[config.mk]
export PLATFORM = sky130hd
export DESIGN_NAME = crc_dma_engine
export DESIGN_NICKNAME = d
export VERILOG_FILES = /design/src/rtl/crc_dma_pkg.sv /design/src/rtl/dma_rst_sync.sv /design/src/rtl/crc64_unit.sv /design/src/rtl/dma_seq.sv /design/src/rtl/crc_dma_engine.sv
export SDC_FILE = /design/constraint.sdc
export NUM_CORES = 1
export LEC_CHECK = 0
export BUFFER_PORTS_ARGS = -buffer_cell sky130_fd_sc_hd__buf_2
export CORE_UTILIZATION = 40
export DETAILED_ROUTE_END_ITERATION = 6
export MAX_ROUTING_LAYER = met4
export PLACE_DENSITY_LB_ADDON = 0.08
export SYNTH_ARGS = -nofsm -noshare
export SYNTH_HDL_FRONTEND = slang
export SYNTH_SLANG_ARGS = --single-unit
[constraint.sdc]
create_clock -name clk -period 13.2 [get_ports clk]
set_input_delay 2.64 -clock clk [delete_from_list [all_inputs] [get_ports clk]]
set_output_delay 2.64 -clock clk [all_outputs]
set_load 0.05 [all_outputs]
[src/rtl/crc_dma_pkg.sv]
package crc_dma_pkg;

  typedef enum logic [2:0] {
    S_IDLE, S_FETCH, S_READ, S_WRITE, S_FINISH, S_STATUS
  } dma_state_e;

  localparam int          WORD_W       = 64;
  localparam int          CRC_W        = 32;
  localparam logic [31:0] CRC_POLY_REV = 32'hEDB88320;
  localparam logic [31:0] CRC_PRESET   = 32'hFFFFFFFF;
  localparam logic [31:0] CRC_XOROUT   = 32'hFFFFFFFF;

  // descriptor word offsets and control bit positions
  localparam int OFS_SRC    = 0;
  localparam int OFS_DST    = 1;
  localparam int OFS_CTRL   = 2;
  localparam int OFS_CRC    = 3;
  localparam int OFS_STATUS = 4;
  localparam int DESC_RD    = 4;
  localparam int BIT_CHECK  = 32;
  localparam int BIT_NOWR   = 33;
  localparam int BIT_IRQEN  = 34;

  // fold one 64-bit word into a reflected CRC, bit 0 first
  function automatic logic [CRC_W-1:0] crc_fold(input logic [CRC_W-1:0] c_in,
                                                input logic [WORD_W-1:0] d);
    logic [CRC_W-1:0] c;
    c = c_in;
    for (int i = 0; i < WORD_W; i++) begin
      c = (c[0] ^ d[i]) ? ((c >> 1) ^ CRC_POLY_REV) : (c >> 1);
    end
    return c;
  endfunction

endpackage

[src/rtl/dma_rst_sync.sv]
module dma_rst_sync (
  input  logic clk,
  input  logic rst_n,
  output logic rst_n_sync
);
  logic [1:0] sync_q;

  always_ff @(posedge clk or negedge rst_n) begin
    if (!rst_n) sync_q <= 2'b00;
    else        sync_q <= {sync_q[0], 1'b1};
  end

  assign rst_n_sync = sync_q[1];
endmodule

[src/rtl/crc64_unit.sv]
module crc64_unit
  import crc_dma_pkg::*;
(
  input  logic              clk,
  input  logic              rst_n,
  input  logic              init_i,
  input  logic              en_i,
  input  logic [WORD_W-1:0] data_i,
  output logic [CRC_W-1:0]  crc_final_o
);
  logic [CRC_W-1:0] crc_q, crc_d;

  always_comb begin
    crc_d = crc_q;
    if (init_i)    crc_d = CRC_PRESET;
    else if (en_i) crc_d = crc_fold(crc_q, data_i);
  end

  always_ff @(posedge clk or negedge rst_n) begin
    if (!rst_n) crc_q <= CRC_PRESET;
    else        crc_q <= crc_d;
  end

  assign crc_final_o = crc_q ^ CRC_XOROUT;

  // a stalled beat must not disturb the running CRC
  p_crc_hold_r10: assert property (@(posedge clk) disable iff (!rst_n)
    (!init_i && !en_i) |=> $stable(crc_q));
endmodule

[src/rtl/dma_seq.sv]
module dma_seq
  import crc_dma_pkg::*;
#(
  parameter int ADDR_W = 16,
  parameter int LEN_W  = 16
) (
  input  logic              clk,
  input  logic              rst_n,
  input  logic              start_i,
  input  logic [ADDR_W-1:0] desc_addr_i,
  input  logic              clear_irq_i,
  output logic              rd_valid_o,
  output logic [ADDR_W-1:0] rd_addr_o,
  input  logic              rd_ready_i,
  input  logic [WORD_W-1:0] rd_data_i,
  output logic              wr_valid_o,
  output logic [ADDR_W-1:0] wr_addr_o,
  output logic [WORD_W-1:0] wr_data_o,
  input  logic              wr_ready_i,
  output logic              crc_init_o,
  output logic              crc_en_o,
  input  logic [CRC_W-1:0]  crc_final_i,
  output logic              busy_o,
  output logic              done_o,
  output logic              irq_o
);
  localparam int DCNT_W = $clog2(DESC_RD);

  dma_state_e        state_q, state_d;
  logic [DCNT_W-1:0] dcnt_q, dcnt_d;
  logic [LEN_W-1:0]  cnt_q, cnt_d, len_q, len_d, cnt_inc;
  logic [ADDR_W-1:0] base_q, base_d, src_q, src_d, dst_q, dst_d;
  logic [CRC_W-1:0]  ref_q, ref_d;
  logic [WORD_W-1:0] buf_q, buf_d;
  logic              check_q, check_d, nowr_q, nowr_d, irqen_q, irqen_d;
  logic              ok_q, ok_d, irq_q, irq_d, done_q, done_d;
  logic              last;

  assign cnt_inc = cnt_q + 1'b1;
  assign last    = (cnt_inc == len_q);

  always_comb begin
    state_d = state_q;  dcnt_d = dcnt_q;   cnt_d = cnt_q;   len_d = len_q;
    base_d  = base_q;   src_d  = src_q;    dst_d = dst_q;   ref_d = ref_q;
    buf_d   = buf_q;    check_d = check_q; nowr_d = nowr_q; irqen_d = irqen_q;
    ok_d    = ok_q;     irq_d  = irq_q;    done_d = 1'b0;
    rd_valid_o = 1'b0;
    rd_addr_o  = src_q + ADDR_W'(cnt_q);
    wr_valid_o = 1'b0;
    wr_addr_o  = dst_q + ADDR_W'(cnt_q);
    wr_data_o  = buf_q;
    crc_init_o = 1'b0;
    crc_en_o   = 1'b0;
    if (clear_irq_i) irq_d = 1'b0;

    case (state_q)
      S_IDLE: begin
        if (start_i) begin
          state_d    = S_FETCH;
          base_d     = desc_addr_i;
          dcnt_d     = '0;
          cnt_d      = '0;
          crc_init_o = 1'b1;
        end
      end
      S_FETCH: begin
        rd_valid_o = 1'b1;
        rd_addr_o  = base_q + ADDR_W'(dcnt_q);
        if (rd_ready_i) begin
          dcnt_d = dcnt_q + 1'b1;
          case (dcnt_q)
            DCNT_W'(OFS_SRC): src_d = rd_data_i[ADDR_W-1:0];
            DCNT_W'(OFS_DST): dst_d = rd_data_i[ADDR_W-1:0];
            DCNT_W'(OFS_CTRL): begin
              len_d   = rd_data_i[LEN_W-1:0];
              check_d = rd_data_i[BIT_CHECK];
              nowr_d  = rd_data_i[BIT_NOWR];
              irqen_d = rd_data_i[BIT_IRQEN];
            end
            default: begin
              ref_d   = rd_data_i[CRC_W-1:0];
              state_d = (len_q == '0) ? S_FINISH : S_READ;
            end
          endcase
        end
      end
      S_READ: begin
        rd_valid_o = 1'b1;
        if (rd_ready_i) begin
          buf_d    = rd_data_i;
          crc_en_o = 1'b1;
          if (nowr_q) begin
            cnt_d = cnt_inc;
            if (last) state_d = S_FINISH;
          end else begin
            state_d = S_WRITE;
          end
        end
      end
      S_WRITE: begin
        wr_valid_o = 1'b1;
        if (wr_ready_i) begin
          cnt_d   = cnt_inc;
          state_d = last ? S_FINISH : S_READ;
        end
      end
      S_FINISH: begin
        if (check_q) begin
          ok_d    = (crc_final_i == ref_q);
          state_d = S_STATUS;
          if ((crc_final_i != ref_q) && irqen_q) irq_d = 1'b1;
        end else begin
          wr_valid_o = 1'b1;
          wr_addr_o  = base_q + ADDR_W'(OFS_CRC);
          wr_data_o  = {{(WORD_W-CRC_W){1'b0}}, crc_final_i};
          if (wr_ready_i) begin
            ok_d    = 1'b1;
            state_d = S_STATUS;
          end
        end
      end
      default: begin
        wr_valid_o = 1'b1;
        wr_addr_o  = base_q + ADDR_W'(OFS_STATUS);
        wr_data_o  = {{(WORD_W-2){1'b0}}, ok_q, 1'b1};
        if (wr_ready_i) begin
          state_d = S_IDLE;
          done_d  = 1'b1;
        end
      end
    endcase
  end

  always_ff @(posedge clk or negedge rst_n) begin
    if (!rst_n) begin
      state_q <= S_IDLE; dcnt_q <= '0; cnt_q <= '0; len_q <= '0;
      base_q <= '0; src_q <= '0; dst_q <= '0; ref_q <= '0; buf_q <= '0;
      check_q <= 1'b0; nowr_q <= 1'b0; irqen_q <= 1'b0;
      ok_q <= 1'b0; irq_q <= 1'b0; done_q <= 1'b0;
    end else begin
      state_q <= state_d; dcnt_q <= dcnt_d; cnt_q <= cnt_d; len_q <= len_d;
      base_q <= base_d; src_q <= src_d; dst_q <= dst_d; ref_q <= ref_d; buf_q <= buf_d;
      check_q <= check_d; nowr_q <= nowr_d; irqen_q <= irqen_d;
      ok_q <= ok_d; irq_q <= irq_d; done_q <= done_d;
    end
  end

  assign busy_o = (state_q != S_IDLE);
  assign done_o = done_q;
  assign irq_o  = irq_q;

  p_busy_after_start_r9: assert property (@(posedge clk) disable iff (!rst_n)
    (start_i && !busy_o) |=> busy_o);
  p_done_pulse_r9: assert property (@(posedge clk) disable iff (!rst_n)
    done_o |=> !done_o);
  p_done_idle_r9: assert property (@(posedge clk) disable iff (!rst_n)
    done_o |-> !busy_o);
  p_no_dst_write_r5: assert property (@(posedge clk) disable iff (!rst_n)
    (wr_valid_o && nowr_q) |-> (state_q != S_WRITE));
  p_rd_hold_r10: assert property (@(posedge clk) disable iff (!rst_n)
    (rd_valid_o && !rd_ready_i) |=> (rd_valid_o && $stable(rd_addr_o)));
  p_wr_hold_r10: assert property (@(posedge clk) disable iff (!rst_n)
    (wr_valid_o && !wr_ready_i) |=> (wr_valid_o && $stable(wr_addr_o) && $stable(wr_data_o)));
  p_irq_sticky_r7: assert property (@(posedge clk) disable iff (!rst_n)
    (irq_o && !clear_irq_i) |=> irq_o);
  p_irq_clear_r7: assert property (@(posedge clk) disable iff (!rst_n)
    (clear_irq_i && state_q != S_FINISH) |=> !irq_o);
endmodule

[src/rtl/crc_dma_engine.sv]
module crc_dma_engine
  import crc_dma_pkg::*;
#(
  parameter int ADDR_W = 16,
  parameter int LEN_W  = 16
) (
  input  logic              clk,
  input  logic              rst_n,
  input  logic              start_i,
  input  logic [ADDR_W-1:0] desc_addr_i,
  input  logic              clear_irq_i,
  output logic              rd_valid_o,
  output logic [ADDR_W-1:0] rd_addr_o,
  input  logic              rd_ready_i,
  input  logic [63:0]       rd_data_i,
  output logic              wr_valid_o,
  output logic [ADDR_W-1:0] wr_addr_o,
  output logic [63:0]       wr_data_o,
  input  logic              wr_ready_i,
  output logic              busy_o,
  output logic              done_o,
  output logic              irq_o
);
  logic              rst_n_s;
  logic              crc_init, crc_en;
  logic [CRC_W-1:0]  crc_final;

  dma_rst_sync u_rst (
    .clk        (clk),
    .rst_n      (rst_n),
    .rst_n_sync (rst_n_s)
  );

  crc64_unit u_crc (
    .clk         (clk),
    .rst_n       (rst_n_s),
    .init_i      (crc_init),
    .en_i        (crc_en),
    .data_i      (rd_data_i),
    .crc_final_o (crc_final)
  );

  dma_seq #(.ADDR_W(ADDR_W), .LEN_W(LEN_W)) u_seq (
    .clk         (clk),
    .rst_n       (rst_n_s),
    .start_i     (start_i),
    .desc_addr_i (desc_addr_i),
    .clear_irq_i (clear_irq_i),
    .rd_valid_o  (rd_valid_o),
    .rd_addr_o   (rd_addr_o),
    .rd_ready_i  (rd_ready_i),
    .rd_data_i   (rd_data_i),
    .wr_valid_o  (wr_valid_o),
    .wr_addr_o   (wr_addr_o),
    .wr_data_o   (wr_data_o),
    .wr_ready_i  (wr_ready_i),
    .crc_init_o  (crc_init),
    .crc_en_o    (crc_en),
    .crc_final_i (crc_final),
    .busy_o      (busy_o),
    .done_o      (done_o),
    .irq_o       (irq_o)
  );
endmodule

**After elaboration in Yosys (flattened, before gate mapping)**

Index checks and enable logic that the tools add are counted.

- Register bits: 221

- $add $sub $neg: 7
- Equality and inequality tests: 17
- Muxes and demuxes: 107
- Bitwise gates (word level): 130
- Reductions and logical operators: 25

Operator list:

| cell | number |
|---|---|
| $mux 32 | 66 |
| $not 13->14 | 64 |
| $pmux 64 s2 | 1 |
| $mux 16 | 6 |
| $mux 64 | 1 |
| $xor 1x1->1 | 64 |
| $pmux 16 s3 | 1 |
| $mux 3 | 12 |
| $add 16x16->16 | 2 |
| $eq 32x32->1 | 1 |
| $ne 32x32->1 | 1 |
| $not 32->32 | 1 |
| $pmux 16 s2 | 1 |
| $add 16x1->16 const B | 1 |
| $add 16x2->16 | 1 |
| $add 16x2->16 const B | 1 |
| $add 16x3->16 const B | 1 |
| $eq 16x16->1 | 1 |
| $logic_not 16->1 | 1 |
| $pmux 3 s5 | 1 |
| $reduce_and 3->1 | 5 |
| $mux 1 | 14 |
| $ne 2x2->1 const B | 5 |
| $reduce_and 8->1 | 1 |
| 25 further kinds | 33 |

**Logic depth before layout (Yosys ltp)**

- Depth after elaboration: 130
- Mapped depth: 19

**By module**

Synthesis repeated with hierarchy kept, for this count alone.

- Cells, all modules: 1,741
- Area total of the unflattened synthesis: 20,136.8 µm²

Modules (own cells, without submodules):

| module | times used | cells an instance | area each (µm²) |
|---|---|---|---|
| dma_seq | 1 | 1,056 | 11,060.6 |
| crc64_unit | 1 | 682 | 9,022.4 |
| dma_rst_sync | 1 | 3 | 53.8 |

**Worst setup path before layout**

OpenSTA, ideal clock, no wires.

- Path kind: input -> register
- From: input rd_data_i[5]
- To: register u_crc.crc_q[19]
- Arrival time: 8,276 ps
- Required time: 13,120 ps
- Slack: 4,845 ps
- Cell stages on the path: 18
- Path through: buf_2 > xnor2_4 > xor3_1 > buf_4 > xor2_1 > xnor3_1 > xor3_1 > xor2_2 > xnor3_1 > xnor3_1 > xnor2_2 > xnor3_1 > xnor2_4 > xor2_2 > xnor2_2 > xnor3_1 > xor2_1 > o22a_1

- Cells in the longest elaborated chain, start to end: 87
- Elaborated cells between the ends (all ways): 164

Ends and longest elaborated chain:

| what | line | RTL |
|---|---|---|
| start, declared | crc_dma_engine.sv:15 | `input logic [63:0] rd_data_i,` |
| $xor 1x1->1 * | crc_dma_pkg.sv:30 | `c = (c[0] ^ d[i]) ? ((c >> 1) ^ CRC_POLY_REV) : (c >> 1);` |
| $mux 32 * (3 in a row) | crc_dma_pkg.sv:30 |  |
| $not 13->14 (no line) or $mux 32 (tied branches) | -- |  |
| $mux 32 * (6 in a row) | crc_dma_pkg.sv:30 |  |
| $xor 1x1->1 (tied with other cells) | crc_dma_pkg.sv:30 |  |
| $mux 32 * | crc_dma_pkg.sv:30 |  |
| $not 13->14 (no line) (tied with other cells) | -- |  |
| $mux 32 * (2 in a row) | crc_dma_pkg.sv:30 |  |
| [63 not listed] | -- |  |
| $not 13->14 (no line) | -- |  |
| $mux 32 * | crc_dma_pkg.sv:30 |  |
| $not 13->14 (no line) | -- |  |
| $mux 32 * | crc_dma_pkg.sv:30 |  |
| $not 13->14 (no line) | -- |  |
| $mux 32 * | crc_dma_pkg.sv:30 |  |
| $mux 32 * | crc64_unit.sv:16 | `else if (en_i) crc_d = crc_fold(crc_q, data_i);` |
| $mux 32 * | crc64_unit.sv:15 | `if (init_i) crc_d = CRC_PRESET;` |
| end signal, assigned | crc64_unit.sv:21 | `else crc_q <= crc_d;` |
| end, declared | crc64_unit.sv:11 | `logic [CRC_W-1:0] crc_q, crc_d;` |

Mark *: on every way between the ends. The select of a mux whose other input is x is not followed.
A chain may end at the register's enable or synchronous reset.

**Worst setup path after layout**

- From: input rd_data_i[17]
- To: register u_crc.crc_q[14]

- Cells in the longest elaborated chain, start to end: 71
- Elaborated cells between the ends (all ways): 120

Ends and longest elaborated chain:

| what | line |
|---|---|
| $xor 1x1->1 * | crc_dma_pkg.sv:30 |
| $mux 32 * (2 in a row) | crc_dma_pkg.sv:30 |
| $not 13->14 (no line) or $mux 32 (tied branches) | -- |
| $mux 32 * | crc_dma_pkg.sv:30 |
| $not 13->14 (no line) | -- |
| $mux 32 * (2 in a row) | crc_dma_pkg.sv:30 |
| $not 13->14 (no line) or $mux 32 (tied branches) | -- |
| $mux 32 * | crc_dma_pkg.sv:30 |
| [49 not listed] | -- |
| $not 13->14 (no line) | -- |
| $mux 32 * | crc_dma_pkg.sv:30 |
| $not 13->14 (no line) | -- |
| $mux 32 * (4 in a row) | crc_dma_pkg.sv:30 |
| $not 13->14 (no line) | -- |
| $mux 32 * (2 in a row) | crc_dma_pkg.sv:30 |
| $mux 32 * | crc64_unit.sv:16 |
| $mux 32 * | crc64_unit.sv:15 |

Marked as above.

==> results.md <==
- Finished Layout Cells: about 2600
- Initial drt markers: 840
- I/O pin total: around 190
- DR vias: between 10000 and 15000
- Clock Sinks: between 200 and 250
- Post-synthesis sequential area ratio: 0.289
- Chip Height: around 220 microns
- Pre-Repair DR Iteration Count: 5
- Starting density of the core: 0.404
- Crit path DAT: about 9400 ps
- Slew margin rel.: 0.184
- Ys async rst share: 1.00
- Fill count: around 4600
- Area Growth Syn to Fin: 12.7%
- Post-CTS setup buffers: 0
- Largest net degree at the start of global routing: 81
- CTS tree: yes
- Ys flop type: dfrtp_1
- Hold Vio Cnt, Final: 0
- Post-detail-place hpwl: approximately 49000 microns
- Nets: 2133
- Highest-count cells in the layout ignoring fill and taps: 338 x nand2_1, 318 x xnor2_1, 188 x dfrtp_1, 186 x buf_2, 122 x xor2_1
- Hold crit path type: register to register
- Setup crit end kind: register
- Worst-margin pin slew: 1220 ps
- Critical Path Start Type: primary input
- Gate Count Post-Synth: approximately 1900
- Routability cong.: between 0.9 and 1
- Avg Cell Area, Syn: between 10 and 15 sq um
- Post-CTS Resized: 0
- Max_cap viols: 0
- CTS Buf Count: 27
- Crit path time final: a little under 9000 ps
- Floorplan row count: 80
- Clk buf depth: 3
- DRC Markers: 0
- Final Max Slew Viols: 0
- Post-synth EDFFs: 0
- Total GRT Usage: 0.261
- Ant diodes: 0
- Cell Area, Synth: ~19000 sq um
- Sequential Area: 5570 sq um
- CP max stage cell: xnor2_1
- Skew final: approximately 27 ps
- Final period util: 0.672
- RSZ-0062 raised after global routing: no
- Max Fclk: about 0.11 GHz
- H-Tree Depth: 1
- Vias in the first global route: 14100
- WP data required: about 14000 ps
- Critical path class: primary input to register
- Layout cells sized above 1: 0.219
- Die W: roughly 220 microns
- Total Die Area: 49000 sq um
- Drt total wl: between 60000 and 70000 microns
- FF+latch count, synth: between 200 and 250
- Yosys Warn Count: 0
- CP cell instances: buf_2, xnor2_1, xnor3_1, xnor2_2, xnor3_2, xnor2_4, xor3_1, xnor2_2, xnor3_1, xor2_2, xor3_1, xnor2_1, xnor2_1, xnor2_1, xnor2_1, xnor2_1, a21oi_1
- Post-Syn Nets: slightly below 2000
- Area of the multi-input gates: roughly 13000 sq um
- Root buffer cell: clkbuf_16
- Final TNS setup: 0 ps
- IO Port Bufs: roughly 190
- Max incr delay on CP: around 850 ps
- # hold bufs at CTS: 0
- GR Overflow Total: 0
- Vias per Instance: 5.21
- ANT nets after route: 0
- # placed instances: ~2600
- Setup violators final: 0
- CORE AREA: 47600 sq um
- Synth cell types: 55
- Clock Latency Late Sink: around 580 ps
- Cell mode on critical path: xnor2_1
- First-pass GRT wire length: a little over 90000 microns
- Avg WL per Cell: approximately 23 microns
- Top delay family on crit path: XOR/XNOR gates
- Status: completed
- Clock-pin slew on the worst setup and hold paths: 60 ps
- WP buf/inv: 1
- CP max FO: 7
- Antenna violations before repair: 0
- Most common cell after layout, fill and taps aside: nand2_1
[flip-flops by register name (all words and copies together), names as in the netlist, 2 cells and up]
| signal | flops |
|---|---|
| u_seq.buf_q | 64 |
| u_crc.crc_q | 32 |
| u_seq.ref_q | 32 |
| u_seq.base_q | 16 |
| u_seq.cnt_q | 16 |
| u_seq.dst_q | 16 |
| u_seq.len_q | 16 |
| u_seq.src_q | 16 |
| u_seq.state_q | 3 |
| u_rst.sync_q | 2 |
| u_seq.dcnt_q | 2 |
[worst register-to-register path: cells and delay by family (launching register included)]
family	cells	cell delay, ps
XOR/XNOR	15	6510
flip-flops	1	400
AO/OA/AOI/OAI	1	100
[layout make-up]
class,instances,share of cell area
clock buffers,41,0.0368
clock inverters,9,0.00444
inverters,37,0.00640
multi-input cells,1520,0.613
flip-flops and latches,221,0.257
well taps,615,0.0355
repair buffers,198,0.0471
[path summary, 6_finish.rpt]
| kind | start | end | slack [ps] | cells after the start |
|---|---|---|---|---|
| max in group asynchronous | u_rst.sync_q[1] | u_seq.buf_q[12] | 11090 | 1 |
| max reg2reg | u_crc.crc_q[17] | u_crc.crc_q[14] | 6090 | 16 |
| min in group asynchronous | u_rst.sync_q[1] | u_seq.dcnt_q[1] | 480 | 0 |
| max | rd_data_i[17] | u_crc.crc_q[14] | 4320 | 17 |
| min | u_rst.sync_q[0] | u_rst.sync_q[1] | 350 | 0 |
| min reg2reg | u_rst.sync_q[0] | u_rst.sync_q[1] | 350 | 0 |
[cell families after synthesis]
family	synth area share
AO/OA/AOI/OAI	0.0652
XOR/XNOR	0.423
adder cells (fa/ha/maj)	0.0285
buffers and inverters	0.0218
flip-flops	0.289
multiplexers	0.0550
other	0.000195
AND/OR/NAND/NOR	0.117
[per-stage QoR]
step	hold slack (ps)	worst slack, ps	cell area [sq um]	util
floorplan	331	4840	19300	-
global placement	337	3520	20800	0.437
detailed placement	343	3590	20800	0.437
CTS	350	4170	21700	0.455
global route	362	3990	21700	0.455
finish	348	4320	21700	0.455
[per-layer routing]
metal  global-route usage  vias up  share of wire
met5                    -        -              0
li1                     -     6469              -
met3               0.0203       70          0.030
met4               0.0742        0          0.028
met2                0.460      275           0.52
met1                0.319     6933           0.42
[cells in the mapped netlist, types with 35 or more instances]
master,number,share of area
inv_1,35,0.0068
nor2b_1,36,0.012
nor2_1,73,0.014
mux2_2,87,0.051
xor2_1,122,0.056
clkbuf_1,60,0.012
nand2_1,338,0.066
a21oi_1,74,0.019
xnor2_1,318,0.14
o21ai_0,84,0.022
xnor3_1,100,0.12
ha_1,39,0.025
dfrtp_1,189,0.25
Power is left out: the tool's default activity adds up to more than one toggle a clock period on the data nets, which glitch-free logic cannot reach.
